$ cat src/rtl/dtc_pkg.sv
package dtc_pkg;
  localparam int SEL_W = 4;
  localparam int NCODE = 16;
  localparam int NEVT  = 12;

  typedef enum logic [SEL_W-1:0] {
    SRC_SW        = 4'd0,
    SRC_PIN_FALL  = 4'd1,
    SRC_PIN_RISE  = 4'd2,
    SRC_EVT_FIRST = 4'd3,
    SRC_EVT_LAST  = 4'd14,
    SRC_OFF       = 4'd15
  } src_code_e;

  // A code may trigger only if it is not the idle code and not reserved.
  function automatic logic code_usable(input logic [NCODE-1:0] rsvd,
                                       input logic [SEL_W-1:0] code);
    return (code != SRC_OFF) && !rsvd[code];
  endfunction

  // Peripheral strobe index selected by an event code.
  function automatic logic [SEL_W-1:0] evt_index(input logic [SEL_W-1:0] code);
    return code - SRC_EVT_FIRST;
  endfunction
endpackage

$ cat src/rtl/dtc_edge_sync.sv
module dtc_edge_sync #(
  parameter int W = 4
) (
  input  logic         clk,
  input  logic         rst_n,
  input  logic [W-1:0] pin,
  output logic [W-1:0] rise,
  output logic [W-1:0] fall
);
  logic [W-1:0] s1_q, s2_q, s3_q;

  always_ff @(posedge clk or negedge rst_n) begin
    if (!rst_n) begin
      s1_q <= '0;
      s2_q <= '0;
      s3_q <= '0;
    end else begin
      s1_q <= pin;
      s2_q <= s1_q;
      s3_q <= s2_q;
    end
  end

  assign rise = s2_q & ~s3_q;
  assign fall = ~s2_q & s3_q;
endmodule

$ cat src/rtl/dtc_src_sel.sv
module dtc_src_sel import dtc_pkg::*; #(
  parameter logic [NCODE-1:0] RSVD = '0
) (
  input  logic [SEL_W-1:0] sel,
  input  logic             sw_hit,
  input  logic             pin_rise,
  input  logic             pin_fall,
  input  logic [NEVT-1:0]  evt,
  output logic             trig
);
  logic raw;

  always_comb begin
    raw = 1'b0;
    if (sel == SRC_SW)
      raw = sw_hit;
    else if (sel == SRC_PIN_FALL)
      raw = pin_fall;
    else if (sel == SRC_PIN_RISE)
      raw = pin_rise;
    else if (sel >= SRC_EVT_FIRST && sel <= SRC_EVT_LAST)
      raw = evt[evt_index(sel)];
    trig = raw && code_usable(RSVD, sel);
  end
endmodule

$ cat src/rtl/dtc_arb.sv
module dtc_arb #(
  parameter int N = 6
) (
  input  logic         en,
  input  logic [N-1:0] req,
  output logic [N-1:0] gnt
);
  always_comb begin
    gnt = '0;
    for (int i = N - 1; i >= 0; i--) begin
      if (en && req[i]) gnt = N'(1) << i;
    end
  end
endmodule

$ cat src/rtl/dma_trig_ctrl.sv
module dma_trig_ctrl import dtc_pkg::*; #(
  parameter int NCH = 4,
  parameter logic [NCH*NCODE-1:0] RSVD_MASK = 64'h0520_0120_0020_0020
) (
  input  logic                    clk,
  input  logic                    rst_n,
  input  logic                    reg_wr,
  input  logic [1:0]              reg_addr,
  input  logic [7:0]              reg_wdata,
  output logic [7:0]              reg_rdata,
  input  logic [NCH-1:0]          req_pin,
  input  logic [NCH*NEVT-1:0]     periph_evt,
  input  logic [NCH-1:0]          chan_en,
  input  logic                    idma_sw_req,
  input  logic                    idma_hw_req,
  input  logic                    eng_done,
  output logic [NCH+1:0]          gnt,
  output logic                    busy
);
  localparam int NSELREG  = NCH / 2;
  localparam int NREQ     = NCH + 2;
  localparam int AW       = 2;
  localparam int SWT_ADDR = NSELREG;
  localparam int FLG_ADDR = NSELREG + 1;

  logic [NCH-1:0][SEL_W-1:0] sel_q;
  logic [NCH*SEL_W-1:0]      sel_flat;
  logic [NCH-1:0]            sw_hit, flag_clr, pin_rise, pin_fall, trig, start, flag;
  logic [NREQ-1:0]           req;
  logic                      busy_q;

  assign sel_flat = sel_q;

  // Source-code registers, two channels per byte
  always_ff @(posedge clk or negedge rst_n) begin
    if (!rst_n) begin
      sel_q <= {NCH{4'hF}};
    end else if (reg_wr) begin
      for (int r = 0; r < NSELREG; r++) begin
        if (reg_addr == AW'(r)) begin
          sel_q[2*r]   <= reg_wdata[3:0];
          sel_q[2*r+1] <= reg_wdata[7:4];
        end
      end
    end
  end

  assign sw_hit   = (reg_wr && reg_addr == AW'(SWT_ADDR)) ? reg_wdata[NCH-1:0] : '0;
  assign flag_clr = (reg_wr && reg_addr == AW'(FLG_ADDR)) ? reg_wdata[NCH-1:0] : '0;

  dtc_edge_sync #(.W(NCH)) u_sync (
    .clk  (clk),
    .rst_n(rst_n),
    .pin  (req_pin),
    .rise (pin_rise),
    .fall (pin_fall)
  );

  for (genvar c = 0; c < NCH; c++) begin : g_ch
    dtc_src_sel #(.RSVD(RSVD_MASK[c*NCODE +: NCODE])) u_src (
      .sel     (sel_q[c]),
      .sw_hit  (sw_hit[c]),
      .pin_rise(pin_rise[c]),
      .pin_fall(pin_fall[c]),
      .evt     (periph_evt[c*NEVT +: NEVT]),
      .trig    (trig[c])
    );
  end

  // Pending flags: a new trigger wins over a clear or a start in the same cycle
  always_ff @(posedge clk or negedge rst_n) begin
    if (!rst_n) flag <= '0;
    else        flag <= (flag & ~(start | flag_clr)) | trig;
  end

  assign req = {idma_hw_req, idma_sw_req, flag & chan_en};

  dtc_arb #(.N(NREQ)) u_arb (
    .en (!busy_q),
    .req(req),
    .gnt(gnt)
  );

  assign start = gnt[NCH-1:0];

  always_ff @(posedge clk or negedge rst_n) begin
    if (!rst_n)        busy_q <= 1'b0;
    else if (|gnt)     busy_q <= 1'b1;
    else if (eng_done) busy_q <= 1'b0;
  end

  assign busy = busy_q;

  always_comb begin
    reg_rdata = '0;
    for (int r = 0; r < NSELREG; r++) begin
      if (reg_addr == AW'(r)) reg_rdata = {sel_q[2*r+1], sel_q[2*r]};
    end
    if (reg_addr == AW'(FLG_ADDR)) reg_rdata[NCH-1:0] = flag;
  end
endmodule

$ cat config.mk
export PLATFORM = sky130hd
export DESIGN_NAME = dma_trig_ctrl
export DESIGN_NICKNAME = d
export VERILOG_FILES = /design/src/rtl/dtc_pkg.sv /design/src/rtl/dtc_edge_sync.sv /design/src/rtl/dtc_src_sel.sv /design/src/rtl/dtc_arb.sv /design/src/rtl/dma_trig_ctrl.sv
export SDC_FILE = /design/constraint.sdc
export NUM_CORES = 1
export LEC_CHECK = 0
export ABC_AREA = 1
export BUFFER_PORTS_ARGS = -buffer_cell sky130_fd_sc_hd__buf_4
export CAP_MARGIN = 20
export CORE_MARGIN = 2
export CORE_UTILIZATION = 45
export CTS_CLUSTER_DIAMETER = 80
export CTS_CLUSTER_SIZE = 25
export DETAILED_ROUTE_END_ITERATION = 10
export PLACE_DENSITY = 0.73
export SLEW_MARGIN = 20
export SYNTH_ARGS = -nofsm -noshare
export SYNTH_HDL_FRONTEND = slang
export SYNTH_SLANG_ARGS = --single-unit
export TNS_END_PERCENT = 1
$ cat constraint.sdc
create_clock -name clk -period 2.84 [get_ports clk]
set_clock_uncertainty 0.2 [all_clocks]
set_input_delay 0.568 -clock clk [delete_from_list [all_inputs] [get_ports clk]]
set_output_delay 0.568 -clock clk [all_outputs]
set_load 0.01 [all_outputs]
==> flow_summary.yaml <==
outcome:
  status: "finished clean"
synthesis:
  syn_avg_cell_area_um2: 6.82
  synth-seq-cells: 33
  yosysTopAreaCell: "nand2_1"
  synth_cell_types: 34
  ys_top_cells_by_area: "nand2_1 19%, dfrtp_1 17%, dfstp_2 16%"
  syn_area_um2: 2550
  ys_warn_count: 0
  syn_nets: 462
  synthCells: 374
  synth.top_cell.area_share_pct: 18.5
  yosysSeqAreaShare_pct: 33.2
timing:
  rsz0062_at_grt: "false"
  setup_viol: 0
  finalMaxSlewViolations: 0
  finalHoldViolCount: 0
  fin_crit_sh_pct: 83.4
  totalNegativeSetupSlack_ps: 0
  fmax_ghz: 0.422
  worst_pin_slew_ps: 613
  post-route-min-period_ps: 2370
  max-slew-margin-rel_pct: 58.8
  fin_hold_ws_ps: 16.1
cts:
  cts_made_buffers: 5
  hold_buffers: 0
  worstSkewPairLatency_ps: 290
  cts_resized: 0
  clock-root-buffer: "clkbuf_8"
  clock-sinks: 33
  clk_pin_slew_worst_paths_ps: 70
  cts_max_level: 2
  post_cts_buffers: 0
  cts.path.max_buffers: 2
  cts_tree: "built"
power:
  p_switching_mw: 0.771
  cellLeakagePower_nw: 1.74
  p_sw_share_pct: 40.7
  seq_power_share_pct: 36.5
  clockPowerShare_pct: 18.8
  power_frac_comb_pct: 44.7
  p_per_area_nw_per_um2: 569
  ir_drop_mv: 0.237
  p_int_mw: 1.12
setup_path:
  crit_end: "gnt[5]"
  cp_num_buf_inv: 3
  r2r_start: "sel_flat[0]$_DFFE_PN1P_"
  cp_common_cell: "inv_2"
  cp.required_ps: 2070
  end_kind: "output pin"
  reg2regPathDepth: 14
  cpPeakStageDelay_ps: 390
  cp_cell_sequence: "inv_2 -> nand3_1 -> inv_2 -> nor2_4 -> nand2_1 -> nor4b_2 -> buf_4"
  slowest_stage: "dfrtp_1"
  crit_fanout: 4
  setup.worst_path.start: "busy$_DFFE_PN0P_"
  criticalPathCategory: "reg -> out"
  critical_path_depth: 7
  crit_family: "simple AND/OR/NAND/NOR gates"
  cp.arrival_ps: 1600
  rr_endpoint: "flag[0]$_DFF_PN0_"
  start_kind: "flop"
  r2r_slack_ps: 680
global_routing:
  grt-ovfl-total: 0
  grt_pass1_wl_um: 10700
  grt_pass1_vias: 2507
  antenna_found_initial: 0
  use_met3_pct: 3.41
  grt_start_max_net_pins: 34
  grt_usage_pct: 21.3
  busiest_layer: "met2"
  use_met1_pct: 26.9
  met2_usage_pct: 37.2
place:
  numPortBuffers: 86
  gp_congestion: 0.893
  place_hpwl_um: 5100
layout:
  final_nets: 548
  multiInputGateArea_um2: 1470
  final_util_pct: 60.8
  fillers: 533
  final_common_cell: "nand2_1"
  n_antenna_cell: 0
  layout-drive-gt1-share_pct: 27.3
  seqCellArea_um2: 846
  mostFrequentLayoutCells: "126 x nand2_1, 86 x buf_4, 41 x inv_1, 36 x nand3_1, 27 x nor2_1"
  syn2layout_area_growth_pct: 30.6
floorplan:
  initial_core_util_pct: 46.6
  die_h_um: 79.3
  die_area_um2: 6280
  core_area_um2: 5470
  io_pins: 87
  row_count: 27
  die_x_um: 79.3
detailed_routing:
  drt-pass1-iter-count: 4
  vias: 2681
  ant_nets: 0
  totalWireLength_um: 6430
  post_drt_wl_per_cell_um: 12.1
  drc: 0
  viasPerCell: 5.03
  drt_iter0_markers: 86
job:
  max_cap_viol_count: 0
worst_hold_path:
  hp-class: "in -> async"
-- cells in the mapped netlist --
cell type and number:
o21ai_0 23, inv_4 1, nand4_1 3, o21ai_4 1, nor2_4 1, dfrtp_1 17
inv_2 7, inv_6 1, a21oi_2 1, nand3_1 36, o221ai_1 4, a22oi_1 1
a21oi_1 15, nand2_1 126, a31oi_1 3, o211ai_1 1, nor2_2 1, ha_1 16
nor3b_2 1, xor2_1 3, o31ai_1 1, clkbuf_1 1, dfstp_2 16, buf_6 1
nor4b_2 1, buf_4 1, buf_2 4, o22ai_1 7, nand3b_1 6, nor2_1 27
o21ai_1 3, xor2_2 1, inv_1 41, nor3_1 2
-- through the flow --
step                std cells  area, µm²  setup slack, ps  power (mW)
detailed placement        525       3240              558        1.55
CTS                       533       3330              479        1.90
floorplan                 374       2550              773        1.27
global route              533       3330              361        2.07
global placement          525       3240              596        1.53
finish                    533       3330              473        1.89
-- cell type report --
class | instances | share of cell area [%]
multi-input combinational | 284 | 44.0
sequential | 33 | 25.4
timing repair buffer | 86 | 19.4
inverter | 50 | 5.86
tap | 72 | 2.71
clock buffer | 5 | 2.07
clock inverter | 3 | 0.526
-- worst min-delay path by stage --
stage          slack [ps]                  endpoint
2_1_floorplan          70          busy$_DFFE_PN0P_
3_3_place_gp          130  u_sync.s2_q[1]$_DFF_PN0_
3_5_place_dp          140  u_sync.s2_q[0]$_DFF_PN0_
4_1_cts                30  u_sync.s2_q[1]$_DFF_PN0_
5_1_grt                50  u_sync.s2_q[1]$_DFF_PN0_
6_report               20  u_sync.s2_q[1]$_DFF_PN0_
-- flip-flops by register name (all words and copies together), names as in the netlist --
signal and count:
flag 4, busy 1, u_sync.s2_q 4, sel_flat 16
u_sync.s3_q 4, u_sync.s1_q 4
-- power groups by stage --
stage	Clock, mW	Combinational (mW)	Sequential [mW]
2_1_floorplan	0	0.618	0.647
5_1_grt	0.385	0.977	0.707
4_1_cts	0.362	0.851	0.691
3_3_place_gp	0	0.833	0.698
6_report	0.356	0.847	0.691
3_5_place_dp	0	0.848	0.698
-- cells by family after synthesis --
kind of cell               after synthesis  share of synthesized area (%)
xor gates and xnor gates                 4                           1.67
and+or+nand+nor                        204                           34.2
AOI/OAI and AO/OA                       60                           13.7
DFF                                     33                           33.2
adders and majority gates               16                           7.85
buffers and inverters                   57                           9.32
-- layer usage --
metal	vias up	share of wire (%)
li1	1387	-
met1	1228	46
met2	58	49
met3	8	3.4
met4	0	1.5
met5	-	0
No activity file was read; power rests on OpenSTA's default activity.
